### src/rtl/booth_pkg.sv
package booth_pkg;
  typedef enum logic [1:0] {
    OP_NOP = 2'd0,
    OP_ADD = 2'd1,
    OP_SUB = 2'd2
  } booth_op_t;
endpackage

### src/rtl/booth_recode.sv
module booth_recode
  import booth_pkg::*;
(
  input  logic [1:0] pair_i,   // {current bit, bit to its right}
  output booth_op_t  op_o
);
  always_comb begin
    unique case (pair_i)
      2'b10:   op_o = OP_SUB;  // start of a run of ones
      2'b01:   op_o = OP_ADD;  // end of a run of ones
      default: op_o = OP_NOP;  // inside a run
    endcase
  end
endmodule

### src/rtl/booth_step.sv
module booth_step
  import booth_pkg::*;
#(
  parameter int WIDTH = 8
) (
  input  booth_op_t          op_i,
  input  logic [WIDTH-1:0]   hi_i,
  input  logic [WIDTH-1:0]   lo_i,
  input  logic [WIDTH-1:0]   mcand_i,
  output logic [2*WIDTH:0]   acc_o
);
  localparam int EW = WIDTH + 1;

  logic [EW-1:0] hi_ext;
  logic [EW-1:0] mc_ext;
  logic [EW-1:0] sum;

  assign hi_ext = {hi_i[WIDTH-1], hi_i};
  assign mc_ext = {mcand_i[WIDTH-1], mcand_i};

  always_comb begin
    unique case (op_i)
      OP_ADD:  sum = hi_ext + mc_ext;
      OP_SUB:  sum = hi_ext - mc_ext;
      default: sum = hi_ext;
    endcase
  end

  // arithmetic right shift of {sum, lo, guard}: the widened sum supplies the sign
  assign acc_o = {sum, lo_i};
endmodule

### src/rtl/booth_ctrl.sv
module booth_ctrl #(
  parameter int WIDTH = 8
) (
  input  logic clk,
  input  logic rst_n,
  input  logic start_i,
  output logic busy_o,
  output logic done_o,
  output logic load_o,
  output logic step_o
);
  localparam int CW = (WIDTH > 2) ? $clog2(WIDTH) : 1;
  localparam logic [CW-1:0] LAST = CW'(WIDTH - 1);

  logic          busy_q, busy_d;
  logic          done_q, done_d;
  logic [CW-1:0] cnt_q, cnt_d;
  logic          last;

  assign load_o = start_i & ~busy_q;
  assign step_o = busy_q;
  assign last   = busy_q & (cnt_q == LAST);

  always_comb begin
    busy_d = busy_q;
    cnt_d  = cnt_q;
    done_d = last;
    if (load_o) begin
      busy_d = 1'b1;
      cnt_d  = '0;
    end else if (step_o) begin
      cnt_d = cnt_q + 1'b1;
      if (last) busy_d = 1'b0;
    end
  end

  always_ff @(posedge clk or negedge rst_n) begin
    if (!rst_n) begin
      busy_q <= 1'b0;
      done_q <= 1'b0;
      cnt_q  <= '0;
    end else begin
      busy_q <= busy_d;
      done_q <= done_d;
      cnt_q  <= cnt_d;
    end
  end

  assign busy_o = busy_q;
  assign done_o = done_q;


  done_one_pulse_chk: assert property (@(posedge clk) disable iff (!rst_n)
    done_q |=> !done_q);

  done_after_busy_chk: assert property (@(posedge clk) disable iff (!rst_n)
    $fell(busy_q) |-> done_q);

  cnt_range_chk: assert property (@(posedge clk) disable iff (!rst_n)
    busy_q |-> (cnt_q <= LAST));
endmodule

### src/rtl/booth_seq_mult.sv
module booth_seq_mult
  import booth_pkg::*;
#(
  parameter int WIDTH = 8
) (
  input  logic                 clk,
  input  logic                 rst_n,
  input  logic                 start_i,
  input  logic [WIDTH-1:0]     mcand_i,
  input  logic [WIDTH-1:0]     mplier_i,
  output logic                 busy_o,
  output logic                 done_o,
  output logic [2*WIDTH-1:0]   product_o
);
  localparam int AW = 2 * WIDTH + 1;

  logic [AW-1:0]    acc_q, acc_d, acc_step;
  logic [WIDTH-1:0] mcand_q, mcand_d;
  logic             load, step;
  booth_op_t        op;

  booth_ctrl #(.WIDTH(WIDTH)) ctrl_i (
    .clk    (clk),
    .rst_n  (rst_n),
    .start_i(start_i),
    .busy_o (busy_o),
    .done_o (done_o),
    .load_o (load),
    .step_o (step)
  );

  booth_recode recode_i (
    .pair_i(acc_q[1:0]),
    .op_o  (op)
  );

  booth_step #(.WIDTH(WIDTH)) step_i (
    .op_i   (op),
    .hi_i   (acc_q[AW-1:WIDTH+1]),
    .lo_i   (acc_q[WIDTH:1]),
    .mcand_i(mcand_q),
    .acc_o  (acc_step)
  );

  always_comb begin
    acc_d   = acc_q;
    mcand_d = mcand_q;
    if (load) begin
      acc_d   = {{WIDTH{1'b0}}, mplier_i, 1'b0};
      mcand_d = mcand_i;
    end else if (step) begin
      acc_d = acc_step;
    end
  end

  always_ff @(posedge clk or negedge rst_n) begin
    if (!rst_n) begin
      acc_q   <= '0;
      mcand_q <= '0;
    end else begin
      acc_q   <= acc_d;
      mcand_q <= mcand_d;
    end
  end

  assign product_o = acc_q[AW-1:1];


  busy_start_ignored_chk: assert property (@(posedge clk) disable iff (!rst_n)
    (busy_o && start_i) |=> $stable(mcand_q));

  product_hold_chk: assert property (@(posedge clk) disable iff (!rst_n)
    (!busy_o && !start_i) |=> $stable(product_o));

  done_not_busy_chk: assert property (@(posedge clk) disable iff (!rst_n)
    done_o |-> !busy_o);
endmodule

### config.mk
export PLATFORM = sky130hd
export DESIGN_NAME = booth_seq_mult
export DESIGN_NICKNAME = d
export VERILOG_FILES = /design/src/rtl/booth_pkg.sv /design/src/rtl/booth_recode.sv /design/src/rtl/booth_step.sv /design/src/rtl/booth_ctrl.sv /design/src/rtl/booth_seq_mult.sv
export SDC_FILE = /design/constraint.sdc
export NUM_CORES = 1
export LEC_CHECK = 0
export BUFFER_PORTS_ARGS = -buffer_cell sky130_fd_sc_hd__clkbuf_2
export CAP_MARGIN = 20
export CORE_MARGIN = 1
export CORE_UTILIZATION = 50
export CTS_BUF_LIST = sky130_fd_sc_hd__clkbuf_16
export DETAILED_ROUTE_END_ITERATION = 7
export GPL_TIMING_DRIVEN = 0
export PLACE_DENSITY = 0.76
export SLEW_MARGIN = 20
export SYNTH_ARGS = -nofsm -noshare
export SYNTH_HDL_FRONTEND = slang
export SYNTH_SLANG_ARGS = --single-unit
### constraint.sdc
create_clock -name clk -period 2.4 [get_ports clk]
set_input_delay 0.12 -clock clk [delete_from_list [all_inputs] [get_ports clk]]
set_output_delay 0.12 -clock clk [all_outputs]
set_load 0.05 [all_outputs]
==> summary.txt <==
Place
  • GP Congestion: 0.824
  • I/O Buffers: 36
  • Detail Placement HPWL: 2990 µm

Global route
  • First-pass GRT wire length: 7710 µm
  • Largest net degree at the start of global routing: 31
  • Grt ovf: 0
  • Total GRT Usage: 0.247
  • Antenna violations before repair: 0
  • Vias in the first global route: 1687

Logic synthesis
  • Largest cells by area after synthesis: dfrtp_1 (38%), ha_1 (8.2%), nand2_1 (6.6%)
  • Synth cell count leaders: nand2_1 (35), dfrtp_1 (30), o21ai_0 (19)
  • Most common cell in the netlist: nand2_1
  • Synth Warn #: 0
  • Synth Net Count: 257
  • Post-synth top area share: 0.380
  • Synth Instances: 224
  • Async SR Flop Fraction: 1.00
  • Synth unique cells: 38
  • Number of synthesized register bits: 30
  • Post-Syn Area: 0.00198 mm²
  • Top_reg_cell synth: dfrtp_1
  • Cell taking the most area after synthesis: dfrtp_1
  • Post-Syn Area per Cell: 8.83 µm²
  • Seq/Total Area, Yosys: 0.380
  • Post-synth EDFFs: 0

Timing
  • Pin slew with the least headroom to its limit: 0.736 ns
  • Period Utilization, post-route: 1.07
  • Layout Skew: 0.00243 ns
  • Post-route setup TNS: -0.466 ns
  • Slew Limit Headroom: 0.509
  • Final Max Tran Viols: 0
  • Fin. Hold Viols: 0
  • Final Setup Violations: 5
  • Fin crit period: 2.56 ns
  • Worst Hold Slack: 0.0292 ns
  • Unrepaired setup endpoints after global routing: true
  • Setup ws final: -0.160 ns
  • Achievable Freq: 391 MHz

Clocking
  • Clock Pin Slew Worst Setup and Hold Paths: 0.05 ns
  • CTS root buf: clkbuf_16
  • CTS tree: yes
  • Max Buffers Root-to-Sink: 2
  • Worst-Skew Late Latency: 0.28 ns
  • TritonCTS Sinks: 30
  • TritonCTS buffer count: 5
  • Htree depth: 2

Floorplan
  • Core area: 0.00372 mm²
  • Initial Utilization: 0.532
  • I/O pins: 37
  • Die area: 0.00421 mm²
  • Die Wd: 64.9 µm
  • Die Y: 64.9 µm
  • Cell Rows: 22

Cells and area
  • # diodes: 0
  • Nets: 319
  • Fill count: 283
  • Area grow syn2layout: 37.8%
  • Layout cell share with drive strength beyond 1: 0.366

Detailed routing
  • Post-Route WL: 4850 µm
  • TritonRoute pass-1 iters: 4
  • Number of antenna-violating nets in the routed design: 0
  • DR iter-0 viols: 121
  • # DRC: 0
  • Routed vias/inst: 5.37
  • WL per Instance: 14.5 µm
  • Vias: 1799

Worst setup path
  • WS Path Type: reg -> reg
  • CP Launch Point: mcand_q[0]$_DFFE_PN0P_
  • R2R Path Start: mcand_q[0]$_DFFE_PN0P_
  • Critical Path Sink Type: flop
  • CP required: 2.56 ns
  • Startpoint Class: flop
  • CP Max Fanout: 2
  • Arr. time, crit path: 2.72 ns

Run
  • MaxCap Viol Count: 0

Status
  • Failing checks: setup timing
  • Status: finished with violations

Min path
  • Worst hold start: mcand_i[6]
  • Tightest Hold Check Type: in -> reg
-- cell type report --
cell class	instances	area, µm²	area share
Multi-Input combinational cell	157	1220	0.446
Sequential cell	30	751	0.275
Timing Repair Buffer	55	325	0.119
Buffer	25	165	0.0606
Clock buffer	5	125	0.0459
Tap cell	48	60.1	0.0220
Inverter	12	45.0	0.0165
Clock inverter	3	37.5	0.0138
-- layer usage --
metal  vias to the layer above  global-route usage  share of wire
li1                        882                   -              -
met1                       865               0.296           0.44
met2                        48               0.411           0.51
met3                         4              0.0757          0.042
met4                         0              0.0917         0.0091
met5                         -                   0              0
-- metrics by stage --
step	cells	area (µm²)	setup slack [ns]	util
6_report	335	2730	-0.160	0.733
5_1_grt	335	2730	-0.226	0.733
4_1_cts	330	2600	-0.103	0.699
3_5_place_dp	308	2240	-0.209	0.602
3_3_place_gp	308	2240	-0.168	0.602
2_1_floorplan	224	2000	0.00109	-
-- cell usage in the layout, fill, tap and decap left out, types with 2 or more instances in the layout --
master / netlist / routed
a21o_1: 2 / 2
a21oi_1: 8 / 4
a21oi_2: 0 / 3
a22o_1: 2 / 2
a31oi_1: 6 / 5
and3_1: 4 / 3
buf_4: 16 / 34
clkbuf_1: 8 / 7
clkbuf_16: 0 / 5
clkbuf_2: 0 / 36
dfrtp_1: 30 / 30
ha_1: 13 / 8
ha_2: 0 / 3
ha_4: 0 / 2
inv_1: 12 / 12
inv_2: 0 / 2
mux2i_1: 9 / 9
nand2_1: 35 / 35
nand2b_1: 3 / 2
nor2_1: 11 / 10
nor3_1: 7 / 7
o21a_1: 4 / 4
o21ai_0: 19 / 17
o21ai_4: 0 / 2
o31ai_1: 4 / 4
or3_1: 3 / 3
xnor2_1: 6 / 3
xnor2_2: 0 / 3
xor2_1: 3 / 3
-- worst paths after layout --
check                                              endpoint  slack [ns]  cells past startpoint
worst max-delay path                  acc_q[15]$_DFFE_PN0P_       -0.16                     11
worst min-delay path                 mcand_q[6]$_DFFE_PN0P_        0.03                      3
worst max register to register        acc_q[15]$_DFFE_PN0P_       -0.16                     11
worst min register to register  ctrl_i.cnt_q[1]$_DFFE_PN0P_        0.50                      1
max in group asynchronous             acc_q[15]$_DFFE_PN0P_        1.49                      2
min in group asynchronous              acc_q[1]$_DFFE_PN0P_        0.44                      2
-- cell families after synthesis --
group | synth area share
xor gates and xnor gates | 0.0399
DFF | 0.380
AOI/OAI and AO/OA | 0.168
and+or+nand+nor | 0.168
buffers and inverters | 0.101
adders and majority gates | 0.0924
muxes | 0.0513
-- state kept, by name (all words and copies together) (netlist names) --
name,count
ctrl_i.done_o,1
acc_q,17
ctrl_i.cnt_q,3
ctrl_i.busy_o,1
mcand_q,8
-- worst max-delay path, stage by stage (launching register included) --
cell and delay [ns]:
dfrtp_1 0.38, inv_2 0.09, ha_4 0.14, nor3b_4 0.21, nor2_2 0.07, xnor2_2 0.14
ha_1 0.30, a21o_1 0.19, a21o_1 0.19, a221oi_4 0.31, mux2i_1 0.13, a311o_1 0.28
-- timing repair --
| item | CTS | global route |
|---|---|---|
| pin swaps | 13 | 13 |
| endpoints found under the setup margin | 4 | 5 |
| buffers inserted | 13 | 6 |
| hold buffers | 1 | 0 |
| resized for setup | 20 | 18 |
| endpoints found under the hold margin | 30 | 0 |
Power is not shown: default switching activity piles up to over one toggle a cycle in this logic, so the estimate is an artifact.
